File: src/rtl/plat_ctrl_pkg.sv
package plat_ctrl_pkg;
  localparam int unsigned DATA_W   = 32;
  localparam int unsigned OFF_W    = 16;
  localparam logic [1:0]  SZ_WORD  = 2'b10;
  localparam int unsigned RST_BIT  = 4;
  localparam int unsigned MAX_LNK  = 4;

  localparam logic [OFF_W-1:0] OFF_ID0    = 16'h0000;
  localparam logic [OFF_W-1:0] OFF_ID1    = 16'h0004;
  localparam logic [OFF_W-1:0] OFF_ID2    = 16'h0008;
  localparam logic [OFF_W-1:0] OFF_RSTCTL = 16'h0010;
  localparam logic [OFF_W-1:0] OFF_MEMST  = 16'h0014;
  localparam logic [OFF_W-1:0] OFF_LNKST  = 16'h0018;
  localparam logic [OFF_W-1:0] OFF_CLKSET = 16'h0030;
  localparam logic [OFF_W-1:0] OFF_BLDOPT = 16'h0034;
  localparam logic [OFF_W-1:0] OFF_MEMSET = 16'h0038;

  typedef enum logic [2:0] {
    SEL_NONE,
    SEL_ZERO,
    SEL_RSTCTL,
    SEL_MEMST,
    SEL_LNKST,
    SEL_CLKSET,
    SEL_BLDOPT,
    SEL_MEMSET
  } reg_sel_e;
endpackage

File: src/rtl/plat_addr_dec.sv
module plat_addr_dec
  import plat_ctrl_pkg::*;
(
  input  logic [OFF_W-1:0] off_i,
  output reg_sel_e         sel_o
);
  always_comb begin
    unique case (off_i)
      OFF_ID0, OFF_ID1, OFF_ID2: sel_o = SEL_ZERO;
      OFF_RSTCTL:                sel_o = SEL_RSTCTL;
      OFF_MEMST:                 sel_o = SEL_MEMST;
      OFF_LNKST:                 sel_o = SEL_LNKST;
      OFF_CLKSET:                sel_o = SEL_CLKSET;
      OFF_BLDOPT:                sel_o = SEL_BLDOPT;
      OFF_MEMSET:                sel_o = SEL_MEMSET;
      default:                   sel_o = SEL_NONE;
    endcase
  end
endmodule

File: src/rtl/plat_rd_mux.sv
module plat_rd_mux
  import plat_ctrl_pkg::*;
#(
  parameter int unsigned          NUM_LINKS   = 3,
  parameter logic [7:0]           REF_MHZ     = 8'd100,
  parameter logic [3:0]           MEM_GIB     = 4'd1,
  parameter logic [NUM_LINKS-1:0] LINK_EN     = '1,
  parameter logic                 COHERENT_EN = 1'b0
) (
  input  reg_sel_e              sel_i,
  input  logic [NUM_LINKS-1:0]  link_locked_i,
  output logic [DATA_W-1:0]     data_o
);
  localparam logic [DATA_W-1:0] MEMST_VAL  = 32'h0000_0005;
  localparam logic [DATA_W-1:0] CLKSET_VAL = {8'd1, 8'd1, REF_MHZ, 8'd1};
  localparam logic [DATA_W-1:0] BLDOPT_VAL = DATA_W'({LINK_EN, COHERENT_EN});
  localparam logic [DATA_W-1:0] MEMSET_VAL = {16'h0000, 12'hfff, MEM_GIB};

  // one byte lane per link, lock flag in the lane's lsb
  logic [MAX_LNK-1:0][7:0] lnk_lane;

  for (genvar k = 0; k < MAX_LNK; k++) begin : g_lane
    if (k < NUM_LINKS) begin : g_used
      assign lnk_lane[k] = {7'b0, link_locked_i[k]};
    end else begin : g_unused
      assign lnk_lane[k] = 8'h00;
    end
  end

  always_comb begin
    unique case (sel_i)
      SEL_MEMST:  data_o = MEMST_VAL;
      SEL_LNKST:  data_o = lnk_lane;
      SEL_CLKSET: data_o = CLKSET_VAL;
      SEL_BLDOPT: data_o = BLDOPT_VAL;
      SEL_MEMSET: data_o = MEMSET_VAL;
      default:    data_o = '0;
    endcase
  end
endmodule

File: src/rtl/plat_rst_pulse.sv
module plat_rst_pulse (
  input  logic clk_i,
  input  logic rst_ni,
  input  logic fire_i,
  output logic pulse_o
);
  always_ff @(posedge clk_i or negedge rst_ni) begin
    if (!rst_ni) pulse_o <= 1'b0;
    else         pulse_o <= fire_i;
  end
endmodule

File: src/rtl/plat_ctrl_regs.sv
module plat_ctrl_regs
  import plat_ctrl_pkg::*;
#(
  parameter int unsigned          NUM_LINKS   = 3,
  parameter logic [7:0]           REF_MHZ     = 8'd100,
  parameter logic [3:0]           MEM_GIB     = 4'd1,
  parameter logic [NUM_LINKS-1:0] LINK_EN     = '1,
  parameter logic                 COHERENT_EN = 1'b0
) (
  input  logic                 clk_i,
  input  logic                 rst_ni,
  input  logic                 req_valid_i,
  input  logic                 req_write_i,
  input  logic [31:0]          req_addr_i,
  input  logic [1:0]           req_size_i,
  input  logic [31:0]          req_wdata_i,
  input  logic [NUM_LINKS-1:0] link_locked_i,
  output logic [31:0]          rdata_o,
  output logic                 sys_rst_req_o,
  output logic                 unimpl_o
);
  reg_sel_e          sel;
  logic [DATA_W-1:0] mux_data;
  logic              size_ok, known, rd_hit, rst_fire, unimpl_d;

  plat_addr_dec u_dec (
    .off_i (req_addr_i[OFF_W-1:0]),
    .sel_o (sel)
  );

  plat_rd_mux #(
    .NUM_LINKS   (NUM_LINKS),
    .REF_MHZ     (REF_MHZ),
    .MEM_GIB     (MEM_GIB),
    .LINK_EN     (LINK_EN),
    .COHERENT_EN (COHERENT_EN)
  ) u_mux (
    .sel_i         (sel),
    .link_locked_i (link_locked_i),
    .data_o        (mux_data)
  );

  assign size_ok  = (req_size_i == SZ_WORD);
  assign known    = (sel != SEL_NONE);
  assign rd_hit   = req_valid_i && !req_write_i && size_ok;
  assign unimpl_d = req_valid_i && (!size_ok || !known);
  assign rst_fire = req_valid_i && req_write_i && size_ok &&
                    (sel == SEL_RSTCTL) && req_wdata_i[RST_BIT];

  plat_rst_pulse u_rst (
    .clk_i   (clk_i),
    .rst_ni  (rst_ni),
    .fire_i  (rst_fire),
    .pulse_o (sys_rst_req_o)
  );

  always_ff @(posedge clk_i or negedge rst_ni) begin
    if (!rst_ni) begin
      rdata_o  <= '0;
      unimpl_o <= 1'b0;
    end else begin
      rdata_o  <= rd_hit ? mux_data : '0;
      unimpl_o <= unimpl_d;
    end
  end
endmodule

File: config.mk
export PLATFORM = sky130hd
export DESIGN_NAME = plat_ctrl_regs
export DESIGN_NICKNAME = d
export VERILOG_FILES = /design/src/rtl/plat_ctrl_pkg.sv /design/src/rtl/plat_addr_dec.sv /design/src/rtl/plat_rd_mux.sv /design/src/rtl/plat_rst_pulse.sv /design/src/rtl/plat_ctrl_regs.sv
export SDC_FILE = /design/constraint.sdc
export NUM_CORES = 1
export LEC_CHECK = 0
export ABC_AREA = 1
export ABC_CLOCK_PERIOD_IN_PS = 800
export BUFFER_PORTS_ARGS = -buffer_cell sky130_fd_sc_hd__buf_4
export CORE_MARGIN = 1
export CORE_UTILIZATION = 40
export DETAILED_ROUTE_END_ITERATION = 8
export PLACE_DENSITY = 0.89
export SYNTH_ARGS = -nofsm -noshare
export SYNTH_HDL_FRONTEND = slang
export SYNTH_HIERARCHICAL = 1
export SYNTH_SLANG_ARGS = --single-unit
File: constraint.sdc
create_clock -name clk_i -period 0.8 [get_ports clk_i]
set_input_delay 0.16 -clock clk_i [delete_from_list [all_inputs] [get_ports clk_i]]
set_output_delay 0.16 -clock clk_i [all_outputs]
set_load 0.005 [all_outputs]
==> metrics.txt <==
Initial Utilization 0.425; final worst hold slack 0.112 ns; Inserted Clock Buffers 5; non-filler cells, final about 330; die span in y 67.9 µm; post-synthesis sequential area ratio 0.490; core box area 4090 µm²; Final Slew Violations 0; RSZ-0062 raised after global routing yes; violated checks setup timing; Wirelength per Cell 9.93 µm; antenna cells 0; port bufs 59; Vias between 1000 and 1500; total gr overflow 0; Mapped Area roughly 1700 µm²; Final Hold Viols 0; CTS root buf clkbuf_8; fraction of power spent switching nets 0.212; Req. time, crit path 0.97 ns; Final nets 353; Final Setup Violations between 50 and 60; DRT Pass-1 Iters 4; global-route wire length before repair about 5300 µm; Detail Route Antenna Nets 0; CP Max Fanout 6; CTS sink cnt 34; placed insts 319; Core Rows 23; largest cells by area after synthesis dfrtp_1 49%, buf_4 10%, inv_1 10%; Final Core Density 0.633; CTS tree built; dpl ws -0.645 ns; Hold Path Stages 3; Switching Power 761 µW; post-DP HPWL approximately 2500 µm; H-tree depth 2; CP arrival around 1.3 ns; synth warn 6; Iter 0 DRT Violations 53; share of layout cells above drive strength 1 0.484; initial antenna violation count 0; leakage power 1.27 nW; CTS max path bufs 2; Final WS setup -0.275 ns; hold path start req_valid_i; Vias/cell between 4 and 5; Total Power 3.58 mW; syn avg cell area around 8.1 µm²; Routability Congestion 0.804; peak supply drop 0.000648 V; Hold WC Path Type input port to flop; min Tclk post-route around 1.1 ns; # IOs 107; GR Util met1 0.156; category of the most critical setup path input port to flop; post-synth top area cell dfrtp_1; Die Footprint 4610 µm²; Synth top area share 0.490; Comb pwr share 0.096; All-Layer GR Usage 0.161; Hold EP u_rst/pulse_o; Max Cap Viol 0; sequential power share 0.485; P_int 2.82 mW; CP endpoint kind flop; grt met2 use 0.304; clock power share 0.419; status finished, violations left; unique cell type count in the Yosys netlist 18; vias in the first global route 1298; DRT Wirelength 3290 µm; period utilization 1.34; largest net degree at the start of global routing 35; clock slew at reported path FFs 0.07 ns; startpoint types input port; Residual DRC 0; register bit total from synthesis 34; most crowded layer after global routing met2; P per Cell Area about 1400 nW/µm²; synthesized instance count about 220; Area growth, synth to finish 48.8%; met3 Use GR 0.0483; Peak Freq approximately 930 MHz; chip width 67.9 µm
==> sequential cells by signal, summed over array words and instances (netlist names) <==
| name | flops |
|---|---|
| unimpl_o | 1 |
| rdata_o | 32 |
| u_rst/pulse_o | 1 |
==> worst max-delay path by stage <==
stage                         startpoint           to  slack, ns  cells after the start
final                     req_addr_i[15]   rdata_o[1]      -0.28                     11
after global routing      req_addr_i[15]   rdata_o[0]      -0.39                     10
after CTS                 req_addr_i[10]   rdata_o[2]      -0.27                     11
after detailed placement  req_addr_i[11]  rdata_o[13]      -0.65                     12
after global placement     req_addr_i[9]  rdata_o[13]      -0.57                     12
after floorplan            req_addr_i[9]  rdata_o[13]      -0.43                     12
==> layout by cell type, fill, tap and decap left out, drive strengths merged <==
cell / Yosys / routed
o21ai: 3 / 3
nor2: 57 / 57
conb: 1 / 14
dlygate4sd3: 0 / 1
bufinv: 0 / 1
dfrtp: 34 / 34
inv: 50 / 50
nand2: 29 / 29
clkinv: 0 / 2
buf: 27 / 71
clkbuf: 0 / 5
a21oi: 5 / 5
nand4: 1 / 1
nand3: 8 / 8
==> power by group through the flow <==
stage	clock network [mW]	registers [mW]	logic [mW]
global route	1.62	1.74	0.388
finish	1.50	1.74	0.343
CTS	1.54	1.74	0.334
floorplan	0	1.77	0.164
global placement	0	1.77	0.306
detailed placement	0	1.77	0.315
==> per-stage QoR <==
stage / instance area [µm²] / TNS [ns]
global route: 2590 / -12.40
detailed placement: 2200 / -11.46
finish: 2590 / -9.47
floorplan: 1830 / -6.88
global placement: 2200 / -10.65
CTS: 2530 / -9.36
==> cell usage after synthesis <==
cell / instances
nand4_1: 1
nand2_1: 27
dfrtp_1: 34
inv_2: 3
inv_1: 47
a21oi_1: 4
buf_4: 24
nand3_2: 4
nand2_2: 2
nor2_1: 47
o21ai_2: 1
nor2_2: 7
nor2_4: 3
conb_1: 1
o21ai_1: 2
a21oi_2: 1
buf_6: 3
nand3_1: 4
==> worst max-delay path, cell delays in order <==
cell and delay [ns]:
buf_6 0.09, nor2_4 0.09, nand2_2 0.07, nor2_4 0.19, nand3_2 0.13, nand3_4 0.16, buf_6 0.13, buf_4 0.10
nor2_2 0.03, inv_1 0.05, nor2_2 0.03
==> layer usage <==
layer	part of all wire	vias up
met5	0	-
met4	0.021	0
met3	0.048	6
met2	0.58	42
met1	0.36	609
li1	-	703
==> what timing repair did <==
| item | 4_1_cts | 5_1_grt |
|---|---|---|
| hold buffers | 1 | 0 |
| endpoints found under the hold margin | 34 | 0 |
| resized for setup | 61 | 15 |
| pin swaps | 24 | 15 |
| buffers inserted | 1 | 2 |
| endpoints found under the setup margin | 54 | 54 |
==> cell type report <==
cell class | instances | area (µm²)
Clock buffer | 5 | 68.8
Multi-Input combinational cell | 117 | 659
Clock inverter | 3 | 40.0
Timing Repair Buffer | 72 | 709
Inverter | 50 | 195
Tap cell | 50 | 62.6
Fill cell | 326 | 1500
Sequential cell | 34 | 851
==> cells by family after synthesis <==
family                 count (synthesis)  share of synthesized area
AND/OR/NAND/NOR                       95                      0.250
other                                  1                    0.00216
AO/OA/AOI/OAI                          8                     0.0274
buffers and inverters                 77                      0.231
flip-flops                            34                      0.490
Note: power is estimated with default switching activity, not from simulation.
